[config.mk]
export PLATFORM = sky130hd
export DESIGN_NAME = preempt_irq_ctrl
export DESIGN_NICKNAME = d
export VERILOG_FILES = /design/src/rtl/irq_ctrl_pkg.sv /design/src/rtl/irq_ctrl_dp.sv /design/src/rtl/irq_ctrl_ctl.sv /design/src/rtl/preempt_irq_ctrl.sv
export SDC_FILE = /design/constraint.sdc
export NUM_CORES = 1
export LEC_CHECK = 0
export BUFFER_PORTS_ARGS = -buffer_cell sky130_fd_sc_hd__buf_2
export CORE_ASPECT_RATIO = 2
export CORE_UTILIZATION = 34
export DETAILED_ROUTE_END_ITERATION = 6
export GPL_TIMING_DRIVEN = 1
export SYNTH_ARGS = -nofsm -noshare
export SYNTH_HDL_FRONTEND = slang
export SYNTH_SLANG_ARGS = --single-unit
[constraint.sdc]
create_clock -name clk -period 59.8 [get_ports clk]
set_clock_uncertainty 0.05 [all_clocks]
set_input_delay 11.96 -clock clk [delete_from_list [all_inputs] [get_ports clk]]
set_output_delay 11.96 -clock clk [all_outputs]
set_load 0.02 [all_outputs]
[src/rtl/irq_ctrl_pkg.sv]
package irq_ctrl_pkg;
  localparam int VEC_W = 8;

  // Strobe from control to datapath: retire the pending bit of one source
  typedef struct packed {
    logic             take;
    logic [VEC_W-1:0] idx;
  } takeStrb_t;
endpackage

[src/rtl/irq_ctrl_dp.sv]
module irq_ctrl_dp
  import irq_ctrl_pkg::*;
#(
  parameter int NUM_SRC = 16,
  parameter int PRIO_W  = 3
) (
  input  logic              clk,
  input  logic              rstN,
  input  logic [NUM_SRC-1:0] reqIn,
  input  logic              cfgWe,
  input  logic [VEC_W-1:0]  cfgIdx,
  input  logic [PRIO_W-1:0] cfgPrio,
  input  logic              cfgEn,
  input  takeStrb_t         strb,
  output logic              bestValid,
  output logic [VEC_W-1:0]  bestIdx,
  output logic [PRIO_W-1:0] bestPrio
);
  logic [NUM_SRC-1:0] reqPrev, pending, enReg, reqEdge, clrMask;
  logic [PRIO_W-1:0]  prioReg [NUM_SRC];

  assign reqEdge = reqIn & ~reqPrev;

  for (genvar i = 0; i < NUM_SRC; i++) begin : g_src
    assign clrMask[i] = strb.take && (strb.idx == VEC_W'(i));

    always_ff @(posedge clk) begin
      if (!rstN) begin
        enReg[i]   <= 1'b0;
        prioReg[i] <= '0;
      end else if (cfgWe && cfgIdx == VEC_W'(i)) begin
        enReg[i]   <= cfgEn;
        prioReg[i] <= cfgPrio;
      end
    end

    // an edge always latches pending
    p_edge_latch_r1: assert property (@(posedge clk) disable iff (!rstN)
      reqEdge[i] |=> pending[i]);
    // an acknowledged source is retired unless a fresh edge arrives
    p_take_clears_r6: assert property (@(posedge clk) disable iff (!rstN)
      clrMask[i] && !reqEdge[i] |=> !pending[i]);
  end

  always_ff @(posedge clk) begin
    if (!rstN) begin
      reqPrev <= '0;
      pending <= '0;
    end else begin
      reqPrev <= reqIn;
      pending <= (pending & ~clrMask) | reqEdge;
    end
  end

  // Arbiter: strict compare keeps the lowest index on equal priority
  always_comb begin
    logic              found;
    logic [PRIO_W-1:0] bp;
    logic [VEC_W-1:0]  bi;
    found = 1'b0;
    bp    = '1;
    bi    = '0;
    for (int i = 0; i < NUM_SRC; i++) begin
      if (pending[i] && enReg[i] && (!found || prioReg[i] < bp)) begin
        found = 1'b1;
        bp    = prioReg[i];
        bi    = VEC_W'(i);
      end
    end
    bestValid = found;
    bestPrio  = bp;
    bestIdx   = bi;
  end

  // the offered source is always an enabled, pending one
  p_winner_enabled_r2: assert property (@(posedge clk) disable iff (!rstN)
    bestValid |-> (enReg[bestIdx[$clog2(NUM_SRC)-1:0]] && pending[bestIdx[$clog2(NUM_SRC)-1:0]]));
endmodule

[src/rtl/irq_ctrl_ctl.sv]
module irq_ctrl_ctl
  import irq_ctrl_pkg::*;
#(
  parameter int PRIO_W = 3
) (
  input  logic              clk,
  input  logic              rstN,
  input  logic              ackIn,
  input  logic              doneIn,
  input  logic              bestValid,
  input  logic [VEC_W-1:0]  bestIdx,
  input  logic [PRIO_W-1:0] bestPrio,
  output logic              irqOut,
  output logic [VEC_W-1:0]  irqVec,
  output takeStrb_t         strb
);
  localparam int DEPTH = 1 << PRIO_W;
  localparam int SP_W  = (PRIO_W < 1) ? 1 : PRIO_W;
  localparam int CNT_W = $clog2(DEPTH + 1);

  logic [PRIO_W-1:0] stk [DEPTH];
  logic [CNT_W-1:0]  cnt;
  logic [SP_W-1:0]   topPtr, wrPtr;
  logic [PRIO_W-1:0] topPrio;
  logic              push, pop;

  assign topPtr  = SP_W'(cnt - CNT_W'(1));
  assign topPrio = stk[topPtr];
  assign irqOut  = bestValid && ((cnt == '0) || (bestPrio < topPrio));
  assign irqVec  = irqOut ? bestIdx : '0;
  assign push    = ackIn && irqOut;
  assign pop     = doneIn && (cnt != '0);
  assign wrPtr   = pop ? topPtr : SP_W'(cnt);

  assign strb.take = push;
  assign strb.idx  = bestIdx;

  always_ff @(posedge clk) begin
    if (!rstN) begin
      cnt <= '0;
    end else begin
      if (push) stk[wrPtr] <= bestPrio;
      if (push && !pop)      cnt <= cnt + CNT_W'(1);
      else if (pop && !push) cnt <= cnt - CNT_W'(1);
    end
  end

  // an accepted interrupt deepens the stack by one
  p_push_depth_r6: assert property (@(posedge clk) disable iff (!rstN)
    push && !pop |=> cnt == $past(cnt) + CNT_W'(1));
  // each nested level is strictly more urgent than the one below
  p_nest_order_r7: assert property (@(posedge clk) disable iff (!rstN)
    push && !pop && (cnt != '0) |=> topPrio < $past(topPrio));
  // completion removes exactly one level
  p_pop_depth_r8: assert property (@(posedge clk) disable iff (!rstN)
    pop && !push |=> cnt == $past(cnt) - CNT_W'(1));
  // strict ordering bounds the depth by the number of priority levels
  p_no_overflow_r7: assert property (@(posedge clk) disable iff (!rstN)
    cnt <= CNT_W'(DEPTH));
endmodule

[src/rtl/preempt_irq_ctrl.sv]
module preempt_irq_ctrl
  import irq_ctrl_pkg::*;
#(
  parameter int NUM_SRC = 16,
  parameter int PRIO_W  = 3
) (
  input  logic                  clk,
  input  logic                  rstN,
  input  logic [NUM_SRC-1:0]    reqIn,
  input  logic                  cfgWe,
  input  logic [VEC_W-1:0]      cfgIdx,
  input  logic [PRIO_W-1:0]     cfgPrio,
  input  logic                  cfgEn,
  input  logic                  ackIn,
  input  logic                  doneIn,
  output logic                  irqOut,
  output logic [VEC_W-1:0]      irqVec
);
  takeStrb_t         strb;
  logic              bestValid;
  logic [VEC_W-1:0]  bestIdx;
  logic [PRIO_W-1:0] bestPrio;

  irq_ctrl_dp #(.NUM_SRC(NUM_SRC), .PRIO_W(PRIO_W)) u_dp (
    .clk(clk), .rstN(rstN), .reqIn(reqIn),
    .cfgWe(cfgWe), .cfgIdx(cfgIdx), .cfgPrio(cfgPrio), .cfgEn(cfgEn),
    .strb(strb), .bestValid(bestValid), .bestIdx(bestIdx), .bestPrio(bestPrio)
  );

  irq_ctrl_ctl #(.PRIO_W(PRIO_W)) u_ctl (
    .clk(clk), .rstN(rstN), .ackIn(ackIn), .doneIn(doneIn),
    .bestValid(bestValid), .bestIdx(bestIdx), .bestPrio(bestPrio),
    .irqOut(irqOut), .irqVec(irqVec), .strb(strb)
  );

  // no vector is shown without the interrupt line
  p_idle_vec_r10: assert property (@(posedge clk) disable iff (!rstN)
    !irqOut |-> (irqVec == '0));
endmodule

Word-level counts from Yosys, hierarchy flattened
Memories as Yosys holds them, arrays and structs flattened.
Index checks and enable logic that the tools add are counted.

storage, ports and cells
  bits in registers = 52
  bits in latches = 0
  memory bits (writable) = 72
  ROM bits = 0
  output and inout port bits = 9
  word-level logic and storage cells = 315
  memories = 2

cells by class
  add/subtract/negate cells = 2
  $mul = 0
  div/mod/pow operators = 0
  $lt $le $gt $ge = 16
  eq/ne operators = 30
  shifts and indexed selects = 0
  muxes and demuxes = 119
  bitwise logic cells = 21
  reductions and logical operators = 106

memories
  memory        words  width  rd ports  clocked after memory_dff  write ports  line                RTL
  u_dp.prioReg  16     3      16        0                         16           irq_ctrl_dp.sv:20   logic [PRIO_W-1:0] prioReg [NUM_SRC];
  u_ctl.stk     8      3      1         0                         1            irq_ctrl_ctl.sv:21  logic [PRIO_W-1:0] stk [DEPTH];

operator list
  cell                   number
  $mux W3                37
  $mux W1                69
  $logic_and A1 B1 Y1    68
  $eq A8 B4 Y1 const B   8
  $lt A3 B3 Y1           16
  $mux W4                11
  $and A16 B16 Y16       2
  $eq A4 B4 Y1 const B   8
  $eq A8 B3 Y1 const B   4
  $not A16 Y16           2
  $logic_not A1 Y1       17
  $eq A4 B3 Y1 const B   4
  $eq A8 B2 Y1 const B   2
  $logic_not A8 Y1       2
  $logic_or A1 B1 Y1     16
  $or A1 B1 Y1           16
  $or A16 B16 Y16        1
  $eq A4 B2 Y1 const B   2
  $eq A8 B1 Y1 const B   1
  $add A4 B1 Y4 const B  1
  $eq A4 B1 Y1 const B   1
  $logic_not A4 Y1       1
  $mux W2                2
  $reduce_bool A4 Y1     1
  2 further kinds        2

Logic depth before layout (Yosys ltp)
  word-level depth = 70
  mapped depth = 124
  mapped depth without buffers = 123

Modules after synthesis
Synthesis repeated with hierarchy kept, for this count alone.

unflattened totals
  cell total of the unflattened synthesis = 839
  area total of the unflattened synthesis = 7866.3 um2

by module, submodules not included
  module        times used  cells each  area each (um2)
  irq_ctrl_dp   1           718         6323.6
  irq_ctrl_ctl  1           121         1542.7

Worst setup path before layout
Ideal clock, no wire load.

  kind = flip-flop to output port
  start = reg u_dp.enReg[0]
  end = out irqVec[2]
  data arrival time = 19896 ps
  path slack = 27894 ps
  cell stages (with the launch flop) = 109
  cells stage by stage = dfxtp_1 > nand2_1 > nor2_1 > ha_1 > inv_1 > o2111a_1 > a32oi_1 > nor2_1 > or3b_2 > maj3_1 > a21oi_1 > mux2i_1 > ha_1 > inv_1 > o21bai_2 > nor2_2 > a21o_2 > a21oi_1 > [73 not listed] > mux2_2 > inv_1 > ha_1 > inv_1 > o21ai_0 > nor3b_1 > a211oi_4 > a21oi_1 > ha_1 > nor4_1 > o211ai_1 > o31ai_1 > o21ai_0 > ha_1 > and3_1 > o21ai_0 > o211ai_1 > a21oi_1

between the ends
  longest elaborated chain between the ends = 66

ends and longest elaborated chain
  element                                                  line                    RTL
  start: declaration                                       irq_ctrl_dp.sv:19       logic [NUM_SRC-1:0] reqPrev, pending, enReg, reqEdge, clrMask;
  start signal: indexed assignment                         irq_ctrl_dp.sv:32       enReg[i] <= cfgEn;
  $logic_and A1 B1 Y1 *                                    irq_ctrl_dp.sv:64       if (pending[i] && enReg[i] && (!found || prioReg[i] < bp)) begin
  $mux W3 / $mux W1 (equally long branches)                irq_ctrl_dp.sv:64
  $lt A3 B3 Y1 / $logic_not A1 Y1 (equally long branches)  irq_ctrl_dp.sv:64
  $logic_or A1 B1 Y1                                       irq_ctrl_dp.sv:64
  $logic_and A1 B1 Y1                                      irq_ctrl_dp.sv:64
  $mux W3 / $mux W1 (equally long branches)                irq_ctrl_dp.sv:64
  $lt A3 B3 Y1 / $logic_not A1 Y1 (equally long branches)  irq_ctrl_dp.sv:64
  $logic_or A1 B1 Y1                                       irq_ctrl_dp.sv:64
  [51 not listed]                                          --
  $logic_or A1 B1 Y1                                       irq_ctrl_dp.sv:64
  $logic_and A1 B1 Y1                                      irq_ctrl_dp.sv:64
  $mux W3 *                                                irq_ctrl_dp.sv:64
  via bestPrio[2]                                          preempt_irq_ctrl.sv:22  logic [PRIO_W-1:0] bestPrio;
  $lt A3 B3 Y1 *                                           irq_ctrl_ctl.sv:29      assign irqOut = bestValid && ((cnt == '0) || (bestPrio < topPrio));
  $logic_or A1 B1 Y1 *                                     irq_ctrl_ctl.sv:29
  $logic_and A1 B1 Y1 *                                    irq_ctrl_ctl.sv:29
  $mux W4 *                                                irq_ctrl_ctl.sv:30      assign irqVec = irqOut ? bestIdx : '0;
  end: declaration                                         preempt_irq_ctrl.sv:17  output logic [VEC_W-1:0] irqVec

Mark *: on every way through the listed nets, which the timed path passes. The rest lies on a longest branch.

Worst setup path in the final report
  start = reg u_dp.pending[0]
  end = out irqVec[1]

between the ends
  longest elaborated chain between the ends = 66

ends and longest elaborated chain
  element                                                  line                    RTL
  start: declaration                                       irq_ctrl_dp.sv:19
  start signal: assignment                                 irq_ctrl_dp.sv:51       pending <= (pending & ~clrMask) | reqEdge;
  $logic_and A1 B1 Y1 *                                    irq_ctrl_dp.sv:64
  $mux W3 / $mux W1 (equally long branches)                irq_ctrl_dp.sv:64
  $lt A3 B3 Y1 / $logic_not A1 Y1 (equally long branches)  irq_ctrl_dp.sv:64
  $logic_or A1 B1 Y1                                       irq_ctrl_dp.sv:64
  $logic_and A1 B1 Y1                                      irq_ctrl_dp.sv:64
  $mux W3 / $mux W1 (equally long branches)                irq_ctrl_dp.sv:64
  $lt A3 B3 Y1 / $logic_not A1 Y1 (equally long branches)  irq_ctrl_dp.sv:64
  $logic_or A1 B1 Y1                                       irq_ctrl_dp.sv:64
  [51 not listed]                                          --
  $logic_or A1 B1 Y1                                       irq_ctrl_dp.sv:64
  $logic_and A1 B1 Y1                                      irq_ctrl_dp.sv:64
  $mux W3 *                                                irq_ctrl_dp.sv:64
  via bestPrio[2]                                          preempt_irq_ctrl.sv:22
  $lt A3 B3 Y1 *                                           irq_ctrl_ctl.sv:29
  $logic_or A1 B1 Y1 *                                     irq_ctrl_ctl.sv:29
  $logic_and A1 B1 Y1 *                                    irq_ctrl_ctl.sv:29
  $mux W4 *                                                irq_ctrl_ctl.sv:30

Marked as above.

==> results_dict.tcl <==
set metrics [dict create \
    htree_levels 4 \
    dpl.hpwl_mm 17.4 \
    gp_congestion 0.910 \
    drc 0 \
    critPathRequiredTime_ps 47790 \
    cts_tree "yes" \
    antenna_left 0 \
    cp-startpoint "u_dp.pending[0]" \
    drt_first_iter_violations 298 \
    die_width_um 109 \
    r2r_start "u_dp.pending[0]" \
    final_hold_viol_count 0 \
    slew_headroom_pct 35.3 \
    hp-class "register to register" \
    final_max_slew_viol_count 0 \
    root_buffer "clkbuf_16" \
    drt_first_pass_iters 6 \
    fin_tns_setup_ps 0 \
    layout_commonest_cell "nand2_1" \
    fin_crit_sh_pct 60.3 \
    status "completed" \
    netlist_top_cells_area "edfxtp_1 (28%), dfxtp_1 (13%), and2_1 (5.7%)" \
    cts-buffers-inserted 17 \
    tightest_slew_ps 961 \
    dpl.cell_count 1138 \
    cap_violations 0 \
    wl_mm 21.6 \
    fillers 2198 \
    max_freq_mhz 27.7 \
    synthFlopType "edfxtp_1" \
    worst-path-max-fanout 10 \
    cpMaxStageDelayCell "o31ai_1" \
    ctsHoldBuffers 0 \
    start_util_pct 34.8 \
    grt_use_total_pct 19.5 \
    async_flop_share_pct 0 \
    chipHeight_um 215 \
    fp.dieArea_um2 23400 \
    post_cts_buffers 0 \
    synth_edf_count 72 \
    grt_max_degree 62 \
    grt_overflow_total 0 \
    clock_sinks 124 \
    netlist_area_um2 7750 \
    critPathArrivalTime_ps 24080 \
    crit_type "register to output port" \
    final_nets 935 \
    drive_above_1_share_pct 13.6 \
    via_per_inst 5.53 \
    leakage_nw 3.41 \
    cts.clk_slew.worst_paths_ps 50 \
    peakVddDrop_mv 0.0348 \
    core_area_um2 22300 \
    worstHoldPathCells 1 \
    layout.area.seq_um2 3200 \
    rows 77 \
    synth_top_area_cell "edfxtp_1" \
    final_cell_mix "nand2_1 (80), edfxtp_1 (72), and2_1 (70)" \
    grt_pass1_vias 6706 \
    rsz0062_at_grt "no" \
    clock_latency_ps 420 \
    max_stage_delay_ps 820 \
    post_synth.cell_area_avg_um2 9.19 \
    synth-warning-count 0 \
    layout.cells.non_filler 1170 \
    startpoint_type "register" \
    synth_top_area_share_pct 27.9 \
    clockBufferDepth 2 \
    area_growth_pct 13.2 \
    vias 6474 \
    syn-instance-count 843 \
    grt_pass1_wl_mm 34.3 \
    hold_start "u_dp.reqPrev[11]" \
    ys_ff_latch 124 \
    port-buffer-count 37 \
    ys_types 97 \
    multi_input_area_um2 4220 \
    yosysSeqAreaShare_pct 41.3 \
    antenna_cells 0 \
    grt_antenna_before_repair 0 \
    end_kind "output port" \
    finalSetupViolations 0 \
    worstRegToRegCells 111 \
    cts_resized 0 \
    io_pins 42 \
    period_needed_ps 36090 \
    power_density_nw_per_um2 25.3 \
    wl_per_cell_um 18.4 \
]
==> power by group <==
group	leakage (nW)	switching [W]	internal (W)
Sequential	1.09	0.00000485	0.0000939
Combinational	2.03	0.0000144	0.0000108
Clock	0.290	0.0000368	0.0000615
==> worst max-delay path: cells and delay by family, from the launching register on <==
family                     cells  cell delay [ps]
AOI/OAI and AO/OA             38            10150
and+or+nand+nor               29             5630
adders and majority gates     16             3810
muxes                          8             2490
buffers and inverters         16             1060
DFF                            1              470
==> path summary, 6_finish.rpt <==
path,end,slack [ps]
hold reg to reg,u_dp.pending[11],350
setup reg to reg,u_ctl.cnt[3],34790
hold / removal,u_dp.pending[11],350
setup / recovery,irqVec[1],23710
==> stage by stage <==
| step | util (%) | area (µm²) | hold slack (ps) | worst slack (ps) | total power [W] |
|---|---|---|---|---|---|
| 2_1_floorplan | - | 7760 | 339 | 27890 | 0.000117 |
| 3_3_place_gp | 36.8 | 8190 | 344 | 24620 | 0.000126 |
| 3_5_place_dp | 36.8 | 8190 | 351 | 24360 | 0.000126 |
| 4_1_cts | 39.4 | 8770 | 359 | 23800 | 0.000224 |
| 5_1_grt | 39.4 | 8770 | 381 | 21440 | 0.000231 |
| 6_report | 39.4 | 8770 | 355 | 23710 | 0.000222 |
==> registers in the layout (all words and copies together), names as in the netlist <==
| register | count |
|---|---|
| u_dp.prioReg | 48 |
| u_ctl.stk | 24 |
| u_dp.enReg | 16 |
| u_dp.pending | 16 |
| u_dp.reqPrev | 16 |
| u_ctl.cnt | 4 |
==> cell type report <==
cell class,count,area share [%]
Sequential cell,124,36.5
Clock inverter,8,0.613
Tap cell,276,3.94
Clock buffer,24,5.99
Multi-Input combinational cell,639,48.1
Timing Repair Buffer,39,2.28
Inverter,60,2.57
==> cells in the mapped netlist (3+ instances only) <==
cell and n:
a211o_1 4, a211oi_1 8, a211oi_2 4, a21boi_0 3
a21o_1 12, a21oi_1 48, a21oi_2 3, a31o_1 3
a31o_2 4, a31oi_1 8, and2_1 70, and3_1 12
buf_4 5, clkbuf_1 17, dfxtp_1 52, edfxtp_1 72
ha_1 21, inv_1 59, mux2_2 7, mux2i_1 9
mux4_2 6, nand2_1 80, nand2b_1 23, nand3_1 17
nand3b_1 4, nand4_1 6, nor2_1 68, nor2b_1 13
nor3_1 11, nor4_1 7, o211ai_1 13, o21a_1 4
o21ai_0 61, o21ai_1 4, o21bai_1 4, o22ai_1 6
o31ai_1 8, o32ai_1 3, or2_2 3, or3_1 6
xor2_1 3
==> logic make-up (layout without fill, tap and decap cells) <==
kind of cell / Yosys count / after routing / share of synthesized area (%)
xor gates and xnor gates: 4 / 4 / 0.452
AOI/OAI and AO/OA: 250 / 250 / 23.3
and+or+nand+nor: 336 / 336 / 22.9
DFF: 124 / 124 / 41.3
muxes: 22 / 22 / 3.92
adders and majority gates: 23 / 23 / 3.65
other: 1 / 4 / 0.0484
buffers and inverters: 83 / 131 / 4.36
==> metal layers <==
metal	vias to the layer above	track usage (%)	routed length [µm]
met4	0	10.0	872
met5	-	0	0
met2	140	39.4	12700
met1	3124	17.7	7430
li1	3159	-	-
met3	51	2.96	525
(Power assumes the default switching activity.)
